==> src/rtl/sar_seq_pkg.sv <==
package sar_seq_pkg;

    typedef enum logic [1:0] {
        PH_CAL  = 2'd0,
        PH_IDLE = 2'd1,
        PH_ARM  = 2'd2,
        PH_CONV = 2'd3
    } sar_phase_e;

endpackage

==> src/rtl/sar_code_step.sv <==
module sar_code_step #(
    parameter int NBITS = 16,
    parameter int CW    = 13
) (
    input  logic [NBITS-1:0] code_q,
    input  logic [CW-1:0]    step,
    input  logic             start,
    input  logic             cmp,
    output logic [NBITS-1:0] code_d
);
    // step s (1..NBITS) decides bit NBITS-s and proposes bit NBITS-s-1
    for (genvar i = 0; i < NBITS; i++) begin : g_bit
        localparam logic MSB_ONLY = (i == NBITS - 1);
        logic decide_here;
        logic trial_here;
        assign decide_here = (step == CW'(NBITS - i));
        assign trial_here  = (step == CW'(NBITS - 1 - i));
        assign code_d[i] = start       ? MSB_ONLY :
                           decide_here ? cmp      :
                           trial_here  ? 1'b1     : code_q[i];
    end
endmodule

==> src/rtl/sar_strobe_gate.sv <==
module sar_strobe_gate (
    input  logic clk,
    input  logic run,
    output logic strobe
);
    // run only changes just after a rising clk edge, while clk is high,
    // so the product with the inverted clock cannot glitch
    assign strobe = ~clk & run;
endmodule

==> src/rtl/sar_seq_top.sv <==
module sar_seq_top
    import sar_seq_pkg::*;
#(
    parameter int NBITS   = 16,
    parameter int CAL_LEN = 4999
) (
    input  logic             clk,
    input  logic             cal,
    input  logic             sample,
    input  logic             cmp,
    output logic             busy,
    output logic             dout,
    output logic             dout_clk,
    output logic [NBITS-1:0] dac_code
);
    localparam int CW_CAL = $clog2(CAL_LEN + 1);
    localparam int CW_CNV = $clog2(NBITS + 2);
    localparam int CW     = (CW_CAL > CW_CNV) ? CW_CAL : CW_CNV;
    localparam logic [CW-1:0] CAL_LAST = CW'(CAL_LEN - 1);
    localparam logic [CW-1:0] CNV_LAST = CW'(NBITS);

    typedef struct packed {
        sar_phase_e       ph;
        logic [CW-1:0]    cnt;
        logic             busy;
        logic             tail;
        logic             dout;
        logic [NBITS-1:0] code;
    } seq_t;

    localparam seq_t SEQ_RST = '{ph: PH_CAL, cnt: '0, busy: 1'b1,
                                 tail: 1'b0, dout: 1'b0, code: '0};

    seq_t r_q, r_d;
    logic [NBITS-1:0] code_next_d;
    logic [CW-1:0]    cnt_inc_d;

    assign cnt_inc_d = r_q.cnt + 1'b1;

    sar_code_step #(.NBITS(NBITS), .CW(CW)) u_step (
        .code_q (r_q.code),
        .step   (r_q.cnt),
        .start  (r_q.ph == PH_ARM),
        .cmp    (cmp),
        .code_d (code_next_d)
    );

    always_comb begin
        r_d = r_q;
        unique case (r_q.ph)
            PH_CAL: begin
                r_d.cnt  = cnt_inc_d;
                r_d.dout = sample ? 1'b0 : cnt_inc_d[0];
                if (r_q.cnt == CAL_LAST) begin
                    r_d.busy = 1'b0;
                    r_d.tail = 1'b1;
                    r_d.cnt  = '0;
                    r_d.ph   = sample ? PH_ARM : PH_IDLE;
                end
            end
            PH_IDLE: begin
                r_d.tail = 1'b0;
                if (sample) r_d.ph = PH_ARM;
            end
            PH_ARM: begin
                r_d.tail = 1'b0;
                if (!sample) begin
                    r_d.ph   = PH_CONV;
                    r_d.busy = 1'b1;
                    r_d.cnt  = CW'(1);
                    r_d.code = code_next_d;
                end
            end
            PH_CONV: begin
                r_d.cnt  = cnt_inc_d;
                r_d.code = code_next_d;
                r_d.dout = (r_q.cnt == CW'(1)) ? ~cmp : cmp;
                if (r_q.cnt == CNV_LAST) begin
                    r_d.busy = 1'b0;
                    r_d.tail = 1'b1;
                    r_d.cnt  = '0;
                    r_d.ph   = sample ? PH_ARM : PH_IDLE;
                end
            end
            default: r_d = SEQ_RST;
        endcase
    end

    always_ff @(posedge clk or posedge cal) begin
        if (cal) r_q <= SEQ_RST;
        else     r_q <= r_d;
    end

    sar_strobe_gate u_gate (
        .clk    (clk),
        .run    (r_q.busy | r_q.tail),
        .strobe (dout_clk)
    );

    assign busy     = r_q.busy;
    assign dout     = r_q.dout;
    assign dac_code = r_q.code;

endmodule

==> config.mk <==
export PLATFORM = sky130hd
export DESIGN_NAME = sar_seq_top
export DESIGN_NICKNAME = d
export VERILOG_FILES = /design/src/rtl/sar_seq_pkg.sv /design/src/rtl/sar_code_step.sv /design/src/rtl/sar_strobe_gate.sv /design/src/rtl/sar_seq_top.sv
export SDC_FILE = /design/constraint.sdc
export NUM_CORES = 1
export LEC_CHECK = 0
export BUFFER_PORTS_ARGS = -buffer_cell sky130_fd_sc_hd__buf_2
export CORE_UTILIZATION = 50
export CTS_BUF_LIST = sky130_fd_sc_hd__clkbuf_4 sky130_fd_sc_hd__clkbuf_8
export DETAILED_ROUTE_END_ITERATION = 10
export PLACE_DENSITY_LB_ADDON = 0.08
export SKIP_CTS_REPAIR_TIMING = 1
export SLEW_MARGIN = 40
export SYNTH_ARGS = -nofsm -noshare
export SYNTH_HDL_FRONTEND = slang
export SYNTH_SLANG_ARGS = --single-unit
export TNS_END_PERCENT = 10
==> constraint.sdc <==
create_clock -name clk -period 3.66 [get_ports clk]
set_clock_uncertainty 0.1 [all_clocks]
set_input_delay 0.549 -clock clk [delete_from_list [all_inputs] [get_ports clk]]
set_output_delay 0.549 -clock clk [all_outputs]
set_load 0.01 [all_outputs]
# ---- Yosys cells after proc, flatten, opt, wreduce, memory -nomap -nowiden
# Index checks and enable logic that the tools add are counted.
dict set report word_totals {
  wordCells 107
  inputBits 4
  output_inout_bits 19
  regBits 34
}
dict set report classes {
  n_addsub 1
  n_reduce_logical 11
  mux 61
  bitwise 4
  n_eq_ne 24
}
# cell n
set op_table {}
lappend op_table {{== test 13 x 4 -> 1 bit, second input constant} 8}
lappend op_table {{== test 13 x 3 -> 1 bit, second input constant} 4}
lappend op_table {{2-to-1 mux 1 bit} 50}
lappend op_table {{one-hot mux 14 bit (3 select lines)} 1}
lappend op_table {{2-to-1 mux 17 bit} 2}
lappend op_table {{2-to-1 mux 16 bit} 2}
lappend op_table {{one-hot mux 16 bit (2 select lines)} 1}
lappend op_table {{== test 13 x 2 -> 1 bit, second input constant} 2}
lappend op_table {{adder 13 x 1 -> 13 bit, second input constant} 1}
lappend op_table {{== test 13 x 1 -> 1 bit, second input constant} 1}
lappend op_table {{== test 13 bit, second input constant} 1}
lappend op_table {{== test 13 x 5 -> 1 bit, second input constant} 1}
lappend op_table {{zero test 13 bit} 1}
lappend op_table {{one-hot mux 2 bit (4 select lines)} 1}
lappend op_table {{AND reduction 4 bit} 2}
lappend op_table {{inequality test 2 bit, second input constant} 3}
lappend op_table {{AND reduction 2 bit} 3}
lappend op_table {{== test 2 bit, second input constant} 2}
lappend op_table {{2-to-1 mux 2 bit} 2}
lappend op_table {{nonzero test 2 bit} 2}
lappend op_table {{one-hot mux 1 bit (3 select lines)} 1}
lappend op_table {{nonzero test 3 bit} 1}
lappend op_table {{== test 2 x 1 -> 1 bit, second input constant} 1}
lappend op_table {{zero test 2 bit} 1}
lappend op_table {{6 further kinds} 7}

# ---- Depth between registers and ports, before layout
# Gate-level depths: netlist of run 1.
dict set report logic_depth {
  depth_word 6
  ltp_mapped 7
  depth_no_buf 6
}

# ---- Cells and area by module
# Synthesis of run 1 repeated with hierarchy kept, for this count alone.
dict set report unflattened {
  hier_cells 260
  hier_area_um2 2404.8
}
# mod instances seq_area_each_um2 cells_each area_each_um2
set modules_own_cells {}
lappend modules_own_cells {sar_seq_top 1 852.1 181 1915.6}
lappend modules_own_cells {sar_code_step 1 0.0 78 475.5}
lappend modules_own_cells {sar_strobe_gate 1 0.0 1 13.8}

==> reports/metrics.cfg, run 1 <==
[floorplan]
core_area_um2 = 4720
die_area_um2 = 5180
pin_count = 23
rows = 25
initial_utilization_pct = 51.8
die_height_um = 72.0
die_w_um = 72.0

[cells_and_area]
fillers = 446
antennaDiodeCount = 0
final_common_cell = dfrtp_1
layout-drive-gt1-share_pct = 27.4
fin_nets = 275
final-instance-count-excl-fill = 330
area_growth_pct = 5.93
finish.utilization_pct = 54.9
postLayoutCellArea_um2 = 2590
final_cell_mix = dfrtp_1, a21oi_1, nor2_1, buf_2, nand4_1

[sta]
hold_violations = 0
final-setup-viol-count = 0
rsz0062_at_grt = false
maxSlewViolCount = 0
tightest_slew_ps = 725
setup_tns_ps = 0
maxSlewHeadroom_pct = 51.3

[place]
gp_congestion = 0.834
portBuffers = 22
hpwl_mm = 3.85
dp_cells = 319
placed_area_um2 = 2450

[setup_path]
cp_data_arrival_time_ps = 2270
slowest_stage = buf_2
start_kind = clock port
cpLargestDelayFamily = buffers and inverters
crit_path_end_kind = output pin
crit_buf_inv = 3
cp.required_ps = 3010
crit_path_cell_trace = clkbuf_8, clkbuf_8, nor2_1, buf_2
critical_path.most_common_cell = clkbuf_8
worstPathMaxFanout = 2
crit_type = clk -> out
max_stage_delay_ps = 130

[global_routing]
grt_start_max_net_pins = 35
grt_pass1_wl_mm = 9.09
grt_pass1_vias = 1789
grt_overflow = 0
antenna_found_initial = 0
grt_usage_pct = 23.2

[power_and_ir_drop]
p_leak_uw = 0.00117
p_seq_share_pct = 33.9
vdd_drop_max_mv = 0.343
pwr-share-clk_pct = 20.2
powerDensity_nw_per_um2 = 748
net-switching-power_uw = 842
switching_share_pct = 43.4
p_int_uw = 1100
combPwrFrac_pct = 45.9

[drt]
viasPerCell = 6.00
via_count = 1979
wl_per_cell_um = 16.7
drtAntennaViolNets = 0
drc = 0
first_pass_iters = 4
drt-initial-drc-count = 172
wirelength_mm = 5.52

[logic_synthesis]
synth_compound_area_share_pct = 20.5
ys.flop_type = dfrtp_1
synthSimpleGateAreaFrac_pct = 25.7
syn_area_um2 = 2450
netlist_instances = 261
ys_seq_elements = 34
ys_warn_count = 0
synth_edf_count = 0
synth-async-reset-ratio_pct = 100
syn_nets = 274
seq_area_frac_synth_pct = 34.8
synth_cell_types = 60
synth_fa_ha_area_share_pct = 4.60
synthXorXnorAreaFrac_pct = 2.86
avgSynthCellArea_um2 = 9.38
muxShareOfSynthArea_pct = 1.79
synth_top_family_by_area = simple AND/OR/NAND/NOR gates

[clocking]
path_clk_slew_ps = 70
insertion_delay_ps = 390
tritoncts = built

[run_status]
status = finished clean

[worst_hold_path]
hold_path.class = in -> async

[job]
maxCapViolCount = 0

synthesized netlist by cell type (all sizes together), types with 2 or more instances:
cell | number | share of area, %
and4b | 3 | 1.2
o21ai | 2 | 0.41
inv | 10 | 1.5
clkbuf | 8 | 1.3
or2 | 3 | 0.77
xor2 | 3 | 1.1
or3 | 4 | 1.0
o211ai | 3 | 0.92
ha | 9 | 4.6
dfrtp | 33 | 34
a211oi | 2 | 0.61
xnor2 | 5 | 1.8
nand3 | 3 | 1.0
mux2 | 3 | 1.4
o211a | 2 | 0.82
and2 | 3 | 0.77
nor2b | 2 | 0.51
nor3 | 6 | 2.0
a21o | 3 | 0.92
or4 | 2 | 0.77
buf | 25 | 7.0
a41oi | 3 | 1.4
nand4 | 14 | 3.6
nor4 | 13 | 5.9
a21oi | 29 | 5.9
nand2 | 8 | 1.2
a31o | 13 | 4.7
nor2 | 26 | 4.3
a211o | 2 | 0.72
final timing paths:
kind,end,slack [ps],cells past startpoint,from
min in group clk,r_q[17],400,1,r_q[17]
worst max register to register,r_q[27],1260,6,r_q[19]
worst min register to register,r_q[17],400,1,r_q[17]
worst min-delay path,dac_code[4],140,3,cal
max in group asynchronous,busy,2980,3,cal
worst max-delay path,dout_clk,740,4,clk
metrics by stage:
stage | hold slack [ps] | setup WS (ps) | total power, uW
floorplan | 360 | 1010 | 1410
global placement | 384 | 991 | 1560
detailed placement | 389 | 991 | 1570
CTS | 152 | 722 | 1960
global route | 186 | 717 | 2080
finish | 141 | 737 | 1940
layout make-up:
| type | instances | area, um^2 | share of cell area (%) |
|---|---|---|---|
| clock buffer | 11 | 136 | 5.26 |
| timing repair buffer | 23 | 120 | 4.63 |
| sequential | 34 | 852 | 32.9 |
| tap | 67 | 83.8 | 3.23 |
| multi-input combinational | 184 | 1360 | 52.4 |
| clock inverter | 1 | 5.00 | 0.193 |
| inverter | 10 | 37.5 | 1.45 |
power by group through the flow:
stage          clock [uW]  combinational, uW  sequential (uW)
2_1_floorplan        6.56                828              579
3_3_place_gp         11.7                884              664
3_5_place_dp         11.7                888              666
4_1_cts               406                892              659
5_1_grt               419                987              673
6_report              392                890              658
metal layers:
| metal | GRT usage, % | part of all wire [%] |
|---|---|---|
| met5 | 0 | 0 |
| met3 | 4.86 | 5.4 |
| met2 | 33.1 | 45 |
| met1 | 33.2 | 48 |
| met4 | 11.8 | 1.9 |
state kept, by name, indices dropped and copies added (netlist names):
name / cells
r_q: 16
busy: 1
dout: 1
dac_code: 16
worst register-to-register path, cell delays in order (launching register included):
cell,delay (ps)
dfrtp_1,510
inv_1,140
ha_1,330
and2_1,250
a41oi_2,260
nor3_2,550
nor2_1,130
kinds of logic after synthesis:
kind of cell	count (synthesis)
adders and majority gates	9
AOI/OAI and AO/OA	70
xor gates and xnor gates	8
and+or+nand+nor	93
buffers and inverters	43
DFF	34
muxes	4
Note: power is estimated with default switching activity, not from simulation.
==> run 2: changes to the inputs <==
ABC_AREA = 1   (was unset)
clock period = 2.4 ns   (was 3.66 ns; I/O delays follow)
==> run 2 against run 1 <==
The run now ends with negative hold slack left. Worst hold slack got worse by 190 ps. Critical path depth did not move. Synthesized cell count rose by 43%. Wire length fell by 9.0%. Area after synthesis rose by 3.5%. Via count rose by 10%.
==> reports/metrics.cfg, run 2 <==
[run_status]
status = complete, but fails checks
violations = negative hold slack

[setup_path]
critical_path.most_common_cell = clkbuf_8
crit_type = clk -> out
crit_path_cell_trace = clkbuf_8, clkbuf_8, nor2_1, buf_2
worstPathMaxFanout = 2  ; unchanged
slowest_stage = buf_2
cp.required_ps = 1940  ; -1070 ps
start_kind = clock port
crit_buf_inv = 3  ; unchanged
crit_path_end_kind = output pin
cpLargestDelayFamily = buffers and inverters
max_stage_delay_ps = 130  ; about the same
cp_data_arrival_time_ps = 1630  ; -640 ps

[clocking]
tritoncts = built
insertion_delay_ps = 390  ; about the same
path_clk_slew_ps = 70  ; about the same

[floorplan]
pin_count = 23  ; unchanged
die_area_um2 = 5360  ; +3.4%
die_height_um = 73.2  ; +1.7%
initial_utilization_pct = 53.0  ; +1.1 points
core_area_um2 = 4790  ; +1.3%
rows = 25  ; unchanged
die_w_um = 73.2  ; +1.7%

[sta]
rsz0062_at_grt = false
period_needed_ps = 2090
max_freq_mhz = 484
period_share_pct = 87.0
maxSlewViolCount = 0  ; unchanged
setup_tns_ps = 0  ; unchanged
tightest_slew_ps = 573  ; -151 ps
final-setup-viol-count = 0  ; unchanged
timing.hold.ws_ps = -45.2  ; -186 ps
hold_violations = 33  ; +33
maxSlewHeadroom_pct = 61.7  ; +10 points

[power_and_ir_drop]
p_seq_share_pct = 49.0  ; +15 points
vdd_drop_max_mv = 0.288  ; -16%
powerDensity_nw_per_um2 = 430  ; -43%
switching_share_pct = 20.8  ; -23 points
p_leak_uw = 0.00168  ; +44%
pwr-share-clk_pct = 48.9  ; +29 points
net-switching-power_uw = 244  ; -71%
p_int_uw = 927  ; -16%
combPwrFrac_pct = 2.1  ; -44 points

[place]
dp_cells = 440  ; +38%
portBuffers = 22  ; unchanged
hpwl_mm = 3.73  ; -3.0%
gp_congestion = 0.871  ; +4.4%

[logic_synthesis]
ys_seq_elements = 34  ; unchanged
netlist_instances = 373  ; +43%
synth-async-reset-ratio_pct = 100  ; unchanged
seq_area_frac_synth_pct = 33.6  ; -1.2 points
synth_common_cells = nand2_1, inv_1, dfrtp_1, nor2_1, o21ai_0
synth_edf_count = 0  ; unchanged
syn_area_um2 = 2530  ; +3.5%
synth_top_cell_by_area = dfrtp_1
ys.flop_type = dfrtp_1
synth_top_cells_by_area = dfrtp_1, nand2_1, inv_1, buf_4, nor2_1
synth_cell_types = 32  ; -47%
ys_warn_count = 0  ; unchanged
syn_nets = 386  ; +41%
synth_top_area_share_pct = 32.6  ; -1.1 points
avgSynthCellArea_um2 = 6.80  ; -28%
yosysMostFrequentCell = nand2_1

[drt]
viasPerCell = 4.82  ; -20%
via_count = 2176  ; +10%
drtAntennaViolNets = 0  ; unchanged
first_pass_iters = 4  ; unchanged
wl_per_cell_um = 11.1  ; -33%
drt-initial-drc-count = 126  ; -27%
wirelength_mm = 5.02  ; -9.0%
drc = 0  ; unchanged

[worst_hold_path]
hold_path.class = in -> async

[global_routing]
grt_overflow = 0  ; unchanged
grt_start_max_net_pins = 35  ; unchanged
grt_pass1_wl_mm = 8.95  ; -1.5%
grt_usage_pct = 22.0  ; -1.2 points
grt_pass1_vias = 2013  ; +13%
antenna_found_initial = 0  ; unchanged

[cells_and_area]
area_growth_pct = 7.45
fillers = 490  ; +9.9%
layout-drive-gt1-share_pct = 15.1  ; -12 points
multi_input_area_um2 = 1270  ; -6.5%
antennaDiodeCount = 0  ; unchanged
final-instance-count-excl-fill = 451  ; +37%
fin_nets = 396  ; +44%
final_common_cell = nand2_1
seq_area_um2 = 852  ; unchanged
final_cell_mix = nand2_1, inv_1, dfrtp_1, nor2_1, buf_2

[job]
maxCapViolCount = 0  ; unchanged

## run 2: cell types whose count changed in the layout (fill, tap and decap cells not counted), sizes merged, moves of 4 or more
| cell | previous run | this run |
|---|---|---|
| nand2 | 8 | 129 |
| inv | 10 | 64 |
| o21ai | 2 | 25 |
| a21oi | 29 | 7 |
| a31o | 13 | 0 |
| nor4 | 13 | 0 |
| nand3 | 3 | 14 |
| nor2 | 26 | 36 |
| or3 | 4 | 0 |
## run 2: routing by layer
metal,global-route usage (%),up-vias,wire length [um]
met3,5.80,9,151
met4,8.06,0,84
met2,36.0,31,2400
met1,27.9,978,2380
li1,-,1158,-
met5,0,-,0
## run 2: worst reg2reg max path: cells and delay by family (launching register included)
kind	cells	cell delay, ps
flops	1	430
simple gates	6	820
fa+ha+maj	1	320
buf+inv	2	280
## run 2: cells by family (layout without fill, tap and decap cells)
| logic type | after synthesis | count (layout) | synth area share, % |
|---|---|---|---|
| AOI/OAI and AO/OA | 35 | 35 | 7.31 |
| xor gates and xnor gates | 4 | 4 | 1.38 |
| adders and majority gates | 9 | 9 | 4.44 |
| buffers and inverters | 89 | 100 | 16.3 |
| DFF | 34 | 34 | 33.6 |
| and+or+nand+nor | 202 | 202 | 37.0 |
## run 2: power groups by stage
stage,clock (uW),combinational (uW),sequential [uW]
global route,625,28.8,574
finish,572,24.2,574
detailed placement,0.177,25.4,585
CTS,590,25.4,574
global placement,0.177,25.3,585
floorplan,0.177,13.0,585
## run 2: stage by stage
stage	hold slack, ps	area, um^2	setup WS, ps	utilization [%]	total power [uW]
6_report	-45.2	2720	313	56.9	1170
4_1_cts	-28.2	2720	301	56.9	1190
2_1_floorplan	308	2530	571	-	599
3_3_place_gp	357	2590	412	54.1	610
5_1_grt	9.29	2720	159	56.9	1230
3_5_place_dp	365	2590	343	54.1	611
## run 2: final timing paths
kind	cells past startpoint	slack [ps]	start	to
setup / recovery	4	310	clk	dout_clk
hold / removal	3	-50	cal	dac_code[7]
setup reg to reg	9	330	r_q[19]	r_q[25]
hold reg to reg	2	370	dout	dout
max in group asynchronous	3	1910	cal	busy
min in group clk	3	180	sample	r_q[33]
## run 2: cell type report
type                            instances  area share (%)
Timing Repair Buffer                   23            4.87
Clock buffer                           11            5.01
Clock inverter                          1           0.184
Tap cell                               67            3.08
Sequential cell                        34            31.3
Multi-Input combinational cell        250            46.6
Inverter                               65            8.96
